### config.mk
export PLATFORM = sky130hd
export DESIGN_NAME = i2cp_top
export DESIGN_NICKNAME = d
export VERILOG_FILES = /design/src/rtl/i2cp_pkg.sv /design/src/rtl/i2cp_sync.sv /design/src/rtl/i2cp_regfile.sv /design/src/rtl/i2cp_ctrl.sv /design/src/rtl/i2cp_top.sv
export SDC_FILE = /design/constraint.sdc
export NUM_CORES = 1
export LEC_CHECK = 0
export BUFFER_PORTS_ARGS = -buffer_cell sky130_fd_sc_hd__buf_2
export CAP_MARGIN = 25
export CORE_ASPECT_RATIO = 0.7
export CORE_UTILIZATION = 35
export DETAILED_ROUTE_END_ITERATION = 10
export HOLD_SLACK_MARGIN = 0.03
export PLACE_DENSITY = 0.55
export RECOVER_POWER = 50
export SETUP_SLACK_MARGIN = 0.4
export SYNTH_ARGS = -nofsm -noshare
export SYNTH_HDL_FRONTEND = slang
export SYNTH_SLANG_ARGS = --single-unit
### constraint.sdc
create_clock -name clk -period 3.3 [get_ports clk]
set_clock_uncertainty 0.1 [all_clocks]
set_input_delay 0.33 -clock clk [delete_from_list [all_inputs] [get_ports clk]]
set_output_delay 0.33 -clock clk [all_outputs]
set_load 0.1 [all_outputs]
### src/rtl/i2cp_pkg.sv
package i2cp_pkg;
   typedef enum logic [3:0] {
      ST_IDLE,
      ST_ADDR,
      ST_ADDR_ACK,
      ST_SUB,
      ST_SUB_ACK,
      ST_WDATA,
      ST_WDATA_ACK,
      ST_RDATA,
      ST_RDATA_ACK
   } port_state_t;

   localparam int unsigned BYTE_W = 8;
endpackage

### src/rtl/i2cp_sync.sv
module i2cp_sync #(
   parameter int unsigned WIDTH   = 2,
   parameter int unsigned STAGES  = 2,
   parameter logic        RST_VAL = 1'b1
) (
   input  logic             clk,
   input  logic             rst_n,
   input  logic [WIDTH-1:0] d_i,
   output logic [WIDTH-1:0] q_o
);
   if (STAGES < 2) begin : g_bad_stages
      $error("i2cp_sync: STAGES must be at least 2");
   end

   for (genvar b = 0; b < WIDTH; b++) begin : g_bit
      logic [STAGES-1:0] chain;
      always_ff @(posedge clk or negedge rst_n) begin
         if (!rst_n) chain <= {STAGES{RST_VAL}};
         else        chain <= {chain[STAGES-2:0], d_i[b]};
      end
      assign q_o[b] = chain[STAGES-1];
   end
endmodule

### src/rtl/i2cp_regfile.sv
module i2cp_regfile #(
   parameter int unsigned ADDR_W = 4,
   parameter int unsigned DATA_W = 8
) (
   input  logic              clk,
   input  logic              rst_n,
   input  logic              wr_en_i,
   input  logic [ADDR_W-1:0] addr_i,
   input  logic [DATA_W-1:0] wdata_i,
   output logic [DATA_W-1:0] rdata_o
);
   localparam int unsigned DEPTH = 1 << ADDR_W;

   logic [DATA_W-1:0] mem [DEPTH];

   for (genvar i = 0; i < DEPTH; i++) begin : g_word
      always_ff @(posedge clk or negedge rst_n) begin
         if (!rst_n)                                      mem[i] <= '0;
         else if (wr_en_i && (addr_i == ADDR_W'(i)))      mem[i] <= wdata_i;
      end
   end

   assign rdata_o = mem[addr_i];

   // a write lands at the addressed word
   p_write_lands_r6: assert property (@(posedge clk) disable iff (!rst_n)
      wr_en_i |=> mem[$past(addr_i)] == $past(wdata_i));
endmodule

### src/rtl/i2cp_ctrl.sv
module i2cp_ctrl
   import i2cp_pkg::*;
#(
   parameter int unsigned  PTR_W     = 4,
   parameter logic [6:0]   DEV_ADDR0 = 7'h20,
   parameter logic [6:0]   DEV_ADDR1 = 7'h21
) (
   input  logic                clk,
   input  logic                rst_n,
   input  logic                scl_s_i,
   input  logic                sda_s_i,
   input  logic                addr_sel_i,
   input  logic [BYTE_W-1:0]   rd_data_i,
   output logic                wr_en_o,
   output logic [PTR_W-1:0]    ptr_o,
   output logic [BYTE_W-1:0]   wr_data_o,
   output logic                sda_pull_o
);
   localparam int unsigned CNT_W = 4;

   port_state_t       state;
   logic              scl_q, sda_q;
   logic [CNT_W-1:0]  cnt;
   logic [6:0]        shift;
   logic [7:0]        tx;
   logic              rw, ack_ph, ack_ok, pull;
   logic [PTR_W-1:0]  ptr;

   logic scl_rise, scl_fall, start_c, stop_c, byte_end;
   logic [7:0] byte_in;
   logic [6:0] dev_addr;

   assign scl_rise = scl_s_i & ~scl_q;
   assign scl_fall = ~scl_s_i & scl_q;
   assign start_c  = scl_s_i & scl_q & sda_q & ~sda_s_i;
   assign stop_c   = scl_s_i & scl_q & ~sda_q & sda_s_i;
   assign byte_in  = {shift, sda_s_i};
   assign byte_end = scl_rise && (cnt == CNT_W'(7));
   assign dev_addr = addr_sel_i ? DEV_ADDR1 : DEV_ADDR0;

   assign wr_en_o    = (state == ST_WDATA) && byte_end;
   assign wr_data_o  = byte_in;
   assign ptr_o      = ptr;
   assign sda_pull_o = pull;

   always_ff @(posedge clk or negedge rst_n) begin
      if (!rst_n) begin
         scl_q <= 1'b1;
         sda_q <= 1'b1;
      end else begin
         scl_q <= scl_s_i;
         sda_q <= sda_s_i;
      end
   end

   always_ff @(posedge clk or negedge rst_n) begin
      if (!rst_n) begin
         state  <= ST_IDLE;
         cnt    <= '0;
         shift  <= '0;
         tx     <= '0;
         rw     <= 1'b0;
         ack_ph <= 1'b0;
         ack_ok <= 1'b0;
         pull   <= 1'b0;
         ptr    <= '0;
      end else if (start_c) begin
         state  <= ST_ADDR;
         cnt    <= '0;
         ack_ph <= 1'b0;
         pull   <= 1'b0;
      end else if (stop_c) begin
         state  <= ST_IDLE;
         ack_ph <= 1'b0;
         pull   <= 1'b0;
      end else begin
         unique case (state)
            ST_ADDR, ST_SUB, ST_WDATA: begin
               if (scl_rise) begin
                  shift <= byte_in[6:0];
                  cnt   <= cnt + 1'b1;
               end
               if (byte_end) begin
                  cnt <= '0;
                  if (state == ST_ADDR) begin
                     if (byte_in[7:1] == dev_addr) begin
                        rw    <= byte_in[0];
                        state <= ST_ADDR_ACK;
                     end else begin
                        state <= ST_IDLE;
                     end
                  end else if (state == ST_SUB) begin
                     ptr   <= byte_in[PTR_W-1:0];
                     state <= ST_SUB_ACK;
                  end else begin
                     ptr   <= ptr + 1'b1;
                     state <= ST_WDATA_ACK;
                  end
               end
            end
            ST_ADDR_ACK, ST_SUB_ACK, ST_WDATA_ACK: begin
               if (scl_fall) begin
                  if (!ack_ph) begin
                     pull   <= 1'b1;
                     ack_ph <= 1'b1;
                  end else begin
                     ack_ph <= 1'b0;
                     cnt    <= '0;
                     if (state == ST_ADDR_ACK && rw) begin
                        state <= ST_RDATA;
                        tx    <= rd_data_i;
                        pull  <= ~rd_data_i[7];
                     end else begin
                        state <= (state == ST_ADDR_ACK) ? ST_SUB : ST_WDATA;
                        pull  <= 1'b0;
                     end
                  end
               end
            end
            ST_RDATA: begin
               if (scl_rise) cnt <= cnt + 1'b1;
               if (scl_fall) begin
                  if (cnt == CNT_W'(8)) begin
                     pull  <= 1'b0;
                     ptr   <= ptr + 1'b1;
                     state <= ST_RDATA_ACK;
                  end else if (cnt != '0) begin
                     pull <= ~tx[6];
                     tx   <= {tx[6:0], 1'b0};
                  end
               end
            end
            ST_RDATA_ACK: begin
               if (scl_rise) ack_ok <= ~sda_s_i;
               if (scl_fall) begin
                  if (ack_ok) begin
                     state <= ST_RDATA;
                     cnt   <= '0;
                     tx    <= rd_data_i;
                     pull  <= ~rd_data_i[7];
                  end else begin
                     state <= ST_IDLE;
                  end
               end
            end
            default: begin
               pull <= 1'b0;
            end
         endcase
      end
   end

   // the pull-down only moves while the serial clock is low
   p_pull_scl_low_r3: assert property (@(posedge clk) disable iff (!rst_n)
      !$stable(pull) |-> !scl_s_i);

   // an idle block never holds the data line
   p_idle_released_r5: assert property (@(posedge clk) disable iff (!rst_n)
      (state == ST_IDLE) |-> !pull);

   // after a STOP the bus is released and the block idles
   p_stop_release_r2: assert property (@(posedge clk) disable iff (!rst_n)
      stop_c |=> (!pull && state == ST_IDLE));

   // each stored byte advances the pointer by one (R7: modulo wrap)
   p_ptr_step_r6: assert property (@(posedge clk) disable iff (!rst_n)
      wr_en_o |=> ptr == PTR_W'($past(ptr) + 1'b1));
endmodule

### src/rtl/i2cp_top.sv
module i2cp_top #(
   parameter int unsigned REG_AW      = 4,
   parameter int unsigned SYNC_STAGES = 2,
   parameter logic [6:0]  DEV_ADDR0   = 7'h20,
   parameter logic [6:0]  DEV_ADDR1   = 7'h21
) (
   input  logic clk,
   input  logic rst_n,
   input  logic scl_i,
   input  logic sda_i,
   input  logic addr_sel_i,
   output logic sda_pull_o
);
   import i2cp_pkg::*;

   if (REG_AW < 1 || REG_AW > 8) begin : g_bad_aw
      $error("i2cp_top: REG_AW must be within 1..8");
   end
   if (DEV_ADDR0 == DEV_ADDR1) begin : g_bad_addr
      $error("i2cp_top: the two device addresses must differ");
   end

   logic [1:0]        bus_s;
   logic              wr_en;
   logic [REG_AW-1:0] ptr;
   logic [BYTE_W-1:0] wdata, rdata;

   i2cp_sync #(.WIDTH(2), .STAGES(SYNC_STAGES), .RST_VAL(1'b1)) u_sync (
      .clk   (clk),
      .rst_n (rst_n),
      .d_i   ({scl_i, sda_i}),
      .q_o   (bus_s)
   );

   i2cp_ctrl #(.PTR_W(REG_AW), .DEV_ADDR0(DEV_ADDR0), .DEV_ADDR1(DEV_ADDR1)) u_ctrl (
      .clk        (clk),
      .rst_n      (rst_n),
      .scl_s_i    (bus_s[1]),
      .sda_s_i    (bus_s[0]),
      .addr_sel_i (addr_sel_i),
      .rd_data_i  (rdata),
      .wr_en_o    (wr_en),
      .ptr_o      (ptr),
      .wr_data_o  (wdata),
      .sda_pull_o (sda_pull_o)
   );

   i2cp_regfile #(.ADDR_W(REG_AW), .DATA_W(BYTE_W)) u_regs (
      .clk     (clk),
      .rst_n   (rst_n),
      .wr_en_i (wr_en),
      .addr_i  (ptr),
      .wdata_i (wdata),
      .rdata_o (rdata)
   );
endmodule

Word level (Yosys, flattened, before mapping)
Cells that the tools add are included.
Operators by class
  add/sub/neg operators: 2
  magnitude comparators: 1
  eq/ne operators: 51
  multiplexer cells: 59
  bitwise logic cells: 16
  reductions and logical operators: 38
Operators by type and width (count)
  $mux W4: 23
  $mux W7: 8
  $eq A4 B4 Y1 const B: 10
  $eq A4 B3 Y1 const B: 9
  $bmux W8 S4: 1
  $pmux W4 S4: 2
  $ne A4 B1 Y1 const B: 7
  $pmux W7 S3: 1
  $ne A2 B1 Y1 const B: 10
  $logic_and A1 B1 Y1: 19
  $reduce_and A6 Y1: 3
  $eq A4 B2 Y1 const B: 4
  $mux W1: 16
  $mux W8: 2
  $ne A3 B1 Y1 const B: 5
  $reduce_and A7 Y1: 2
  $reduce_and A11 Y1: 1
  $reduce_bool A3 Y1: 3
  $add A4 B1 Y4 const B: 2
  $eq A4 B1 Y1 const B: 2
  $not A1 Y1: 8
  $pmux W4 S2: 1
  $reduce_and A4 Y1: 2
  $and A1 B1 Y1: 7
  15 further kinds: 19
Storage, ports and cells
  register bits after elaboration: 164
  input bits: 5
  output and inout bits: 1
  logic and storage cells: 196

Longest topological paths before layout
  word-level depth: 11
  mapped depth: 8
  depth with buffers taken out: 7

Cells and area by module
A second synthesis with hierarchy kept.
Unflattened totals
  cell total of the unflattened synthesis: 583
  area total of the unflattened synthesis: 7996.4 um2
By module, submodules not included
  i2cp_regfile: times used 1, cells each 365, area each 5860.6 um2, sequential area each 3203.1 um2
  i2cp_ctrl: times used 1, cells each 212, area each 2015.7 um2, sequential area each 803.3 um2
  i2cp_sync: times used 1, cells each 6, area each 120.1 um2, sequential area each 105.1 um2

Worst setup path after synthesis
No wires, ideal clock.
  path kind: reg-to-reg
  from: register u_sync.g_bit[1].chain[1]
  to: register u_regs.mem[95] (netlist name)
  library setup time: 128 ps
  arrival time: 2089 ps
  data required time: 3072 ps
  slack: 984 ps
  stages on the path, launching flop included: 6
  buffers on the path: 0
  clock period less this slack: 2316 ps
  path through: dfstp_2 > nand3b_1 > or4_4 > nor3b_4 > nand2_2 > mux2_1
Between the ends
  longest elaborated chain between the ends: 4
Ends and longest elaborated chain
  from (decl): RTL line i2cp_sync.sv:16  | logic [STAGES-1:0] chain;
  from (signal assigned): RTL line i2cp_sync.sv:18  | if (!rst_n) chain <= {STAGES{RST_VAL}};
  from (signal assigned): RTL line i2cp_sync.sv:19  | else chain <= {chain[STAGES-2:0], d_i[b]};
  $and A1 B1 Y1: RTL line i2cp_ctrl.sv:33  | assign scl_rise = scl_s_i & ~scl_q;
  $logic_and A1 B1 Y1: RTL line i2cp_ctrl.sv:38  | assign byte_end = scl_rise && (cnt == CNT_W'(7));
  $logic_and A1 B1 Y1: RTL line i2cp_ctrl.sv:41  | assign wr_en_o = (state == ST_WDATA) && byte_end;
  $logic_and A1 B1 Y1: RTL line i2cp_regfile.sv:19  | else if (wr_en_i && (addr_i == ADDR_W'(i))) mem[i] <= wdata_i;
  to (signal, indexed assignment): RTL line i2cp_regfile.sv:19
  to (decl): RTL line i2cp_regfile.sv:14  | logic [DATA_W-1:0] mem [DEPTH];
No other way between the ends.
A chain may end at the register's enable or synchronous reset.

Worst setup path in the final report
  from: register u_ctrl.state[3]
  to: register u_ctrl.tx[0]
Between the ends
  longest elaborated chain between the ends: 4
  elaborated cells on any way between the ends: 18
  those cells by class: 13 x eq/ne; 1 x mux; 4 x reduce/logical
Ends and longest elaborated chain
  from (decl): RTL line i2cp_ctrl.sv:21  | port_state_t state;
  from (signal assigned): RTL line i2cp_ctrl.sv:114  | state <= (state == ST_ADDR_ACK) ? ST_SUB : ST_WDATA;
  $eq A4 B3 Y1 or $eq A4 B2 Y1 (tied branches): RTL line i2cp_ctrl.sv:77, i2cp_ctrl.sv:109
  $reduce_or A3 Y1 or $logic_and A1 B1 Y1 (tied branches): RTL line i2cp_ctrl.sv:77, i2cp_ctrl.sv:109
  $ne A2 B1 Y1 (no source line) or $reduce_bool A3 Y1 (tied branches)
  $reduce_and A11 Y1 (no source line)
  to (signal assigned): RTL line i2cp_ctrl.sv:111  | tx <= rd_data_i;
  to (signal assigned): RTL line i2cp_ctrl.sv:129  | tx <= {tx[6:0], 1'b0};
  to (signal assigned): RTL line i2cp_ctrl.sv:139  | tx <= rd_data_i;
  to (decl): RTL line i2cp_ctrl.sv:25  | logic [7:0] tx;
Parallel ways exist; a longest one is shown, timed or not.

==> flow_summary.json <==
{
  "grt_max_degree": 89,
  "timing.rr.end": "u_ctrl.tx[0]",
  "port_buffers": 5,
  "powerDensity_nw_per_um2": 724,
  "synth_cell_types": 59,
  "p_comb_frac": 0.258,
  "gr-usage-all-layers": 0.179,
  "utilization": 0.405,
  "r2r_setup_slack_ns": 0.60,
  "grt_pass1_vias": 5039,
  "dieWidth_um": 182,
  "synth_area_um2": 7950,
  "min_delay_path_depth": 0,
  "power.internal_mw": 4.13,
  "drv_slew": 0,
  "grt_remaining_overflow": 0,
  "fmax_mhz": 370,
  "crit_path_start_kind": "flip-flop",
  "setup_viol": 0,
  "cts.reportedPaths.clkPinSlew_ns": 0.07,
  "reg2regPathDepth": 5,
  "dieArea_um2": 23300,
  "wl_per_cell_um": 22.1,
  "gp_congestion": 0.864,
  "cp.required_ns": 3.52,
  "critical_path_arrival_ns": 2.92,
  "synthFlopType": "dfrtp_1",
  "fin_nets": 595,
  "drt-total-wl_um": 19400,
  "tightest_slew_ns": 1.20,
  "vias": 4995,
  "grt_pass1_wl_um": 30700,
  "synthesis.nets": 598,
  "synth_cells": 587,
  "p_leak_nw": 4.05,
  "path_cells": "nor4b_1 > nand2_1 > a2111oi_4 > buf_4 > mux2_2",
  "cts_inserted_buffers": 17,
  "rows": 45,
  "area_growth_syn_to_layout_pct": 11.9,
  "clock_sinks": 164,
  "layout_common_cells": "157 x dfrtp_1, 134 x mux2_2, 40 x nand2_1",
  "worstSetupEndpointType": "flip-flop",
  "avgSynthCellArea_um2": 13.5,
  "hold_viol_final": 0,
  "drive_gt1_frac": 0.392,
  "drc": 0,
  "vias_per_cell": 5.68,
  "dp_hpwl_um": 13200,
  "slowest_delay_ns": 0.72,
  "drv_cap": 0,
  "endpoint": "u_ctrl.tx[0]",
  "status": "finished clean",
  "seq_power_share": 0.418,
  "relSlewSlack": 0.201,
  "hold_path_class": "reg -> reg",
  "final.min_clock_period_ns": 2.70,
  "start_util": 0.362,
  "ctsHtreeMaxLevel": 4,
  "critPathMaxFanout": 21,
  "p_sw_mw": 2.31,
  "fp.dieH_um": 128,
  "critPathLaunch": "u_ctrl.state[3]",
  "cts_max_path_buffers": 2,
  "r2r-start": "u_ctrl.state[3]",
  "vdd_ir_drop_max_mv": 0.603,
  "detail-route-antenna-nets": 0,
  "drtIter0Drc": 493,
  "holdWs_ns": 0.261,
  "num_antenna_cells": 0,
  "antenna_found_initial": 1,
  "worst_path_max_delay_cell": "dfrtp_1",
  "tns_ns": 0,
  "yosysWarnings": 0,
  "rsz0062_at_grt": "false",
  "firstDrtPassIters": 5,
  "ys_ff_latch": 164,
  "synth_edf_count": 0,
  "ios": 6,
  "fin_crit_sh": 0.820,
  "cts_tree": "yes",
  "clkLatencyLatePin_ns": 0.43,
  "clock_tree.root_cell": "clkbuf_16",
  "async_flop_share": 1.00,
  "p_sw_frac": 0.359,
  "clock_power_share": 0.323,
  "final_common_cell": "dfrtp_1",
  "path_class": "reg -> reg",
  "core_um2": 22000,
  "ys_seq_area_frac": 0.517
}
## how the worst min path moves through the flow
stage                     slack (ns)                      from                        to
final                           0.26  u_sync.g_bit[0].chain[0]  u_sync.g_bit[0].chain[1]
after global routing            0.27  u_sync.g_bit[0].chain[0]  u_sync.g_bit[0].chain[1]
after CTS                       0.26  u_sync.g_bit[1].chain[0]  u_sync.g_bit[1].chain[1]
after detailed placement        0.25  u_sync.g_bit[1].chain[0]  u_sync.g_bit[1].chain[1]
after global placement          0.25  u_sync.g_bit[1].chain[0]  u_sync.g_bit[1].chain[1]
after floorplan                -0.07                     rst_n             u_ctrl.ack_ok
## metrics by stage
stage,std cells,worst slack [ns],instance area (µm²),power (mW)
finish,879,0.595,8900,6.44
global route,879,0.407,8900,6.76
CTS,879,0.636,8920,6.46
detailed placement,844,0.674,8270,4.36
global placement,844,0.695,8270,4.30
floorplan,587,0.984,7950,3.82
## per-layer routing
| layer | part of all wire | GRT usage | up-vias |
|---|---|---|---|
| met3 | 0.072 | 0.0543 | 21 |
| met2 | 0.42 | 0.243 | 160 |
| met5 | 0 | 0 | - |
| met1 | 0.50 | 0.274 | 2641 |
| li1 | - | - | 2173 |
| met4 | 0.013 | 0.0489 | 0 |
## state kept, by name (all words and copies together) (netlist names)
signal              cells
u_ctrl.rw               1
u_regs.mem            128
u_ctrl.cnt              4
u_ctrl.ptr_o            4
u_ctrl.sda_pull_o       1
u_ctrl.scl_q            1
u_ctrl.state            4
u_ctrl.tx               7
u_ctrl.ack_ok           1
u_ctrl.shift            7
u_sync.g_bit.chain      4
u_ctrl.ack_ph           1
u_ctrl.sda_q            1
## power by group through the flow
stage	clock [mW]	sequential [mW]	combinational [mW]
2_1_floorplan	0	2.30	1.52
5_1_grt	2.22	2.75	1.80
3_3_place_gp	0	2.70	1.60
4_1_cts	2.12	2.69	1.65
3_5_place_dp	0	2.73	1.64
6_report	2.08	2.69	1.66
## kinds of logic after synthesis
group	after synthesis	share of synthesized area
AO/OA/AOI/OAI	62	0.0529
XOR/XNOR	3	0.00330
adder cells (fa/ha/maj)	6	0.00944
buffers and inverters	46	0.0230
flip-flops	164	0.517
multiplexers	183	0.308
AND/OR/NAND/NOR	123	0.0861
## Yosys cell counts, drive strengths merged, types with 3 or more instances
master | number | area [µm²]
and2 | 3 | 18.8
mux2 | 136 | 1530
nand2 | 48 | 200
ha | 6 | 75.1
nand3b | 4 | 30.0
nor2b | 7 | 43.8
o21ai | 7 | 35.0
a31oi | 9 | 56.3
nor2 | 17 | 68.8
dfrtp | 158 | 3950
a211oi | 6 | 45.0
nor3 | 8 | 51.3
and3b | 3 | 26.3
dfstp | 6 | 158
buf | 9 | 43.8
nor3b | 3 | 33.8
clkbuf | 30 | 113
a21oi | 18 | 90.1
nand2b | 5 | 31.3
o21a | 3 | 22.5
inv | 7 | 26.3
mux2i | 11 | 110
mux4 | 36 | 811
o31ai | 5 | 37.5
nand3 | 8 | 40.0
## repair_timing
| action | 4_1_cts | 5_1_grt |
|---|---|---|
| resized for setup | 0 | 0 |
| setup buffers | 0 | 0 |
| endpoints found under the hold margin | 87 | 0 |
| hold buffers | 3 | 0 |
## worst max-delay path, delay by kind of cell (launching register included)
kind	cells	cell delay, ns
buf+inv	1	0.24
mux	1	0.34
compound gates	1	0.40
simple gates	2	0.80
flops	1	0.72
## final cells by class
class | instances | area, µm²
clock inverter | 10 | 145
clock buffer | 22 | 474
timing repair buffer | 17 | 131
fill | 2029 | 13100
inverter | 7 | 26.3
multi-input combinational | 377 | 3660
sequential | 164 | 4110
tap | 282 | 353
(Power assumes the default switching activity.)
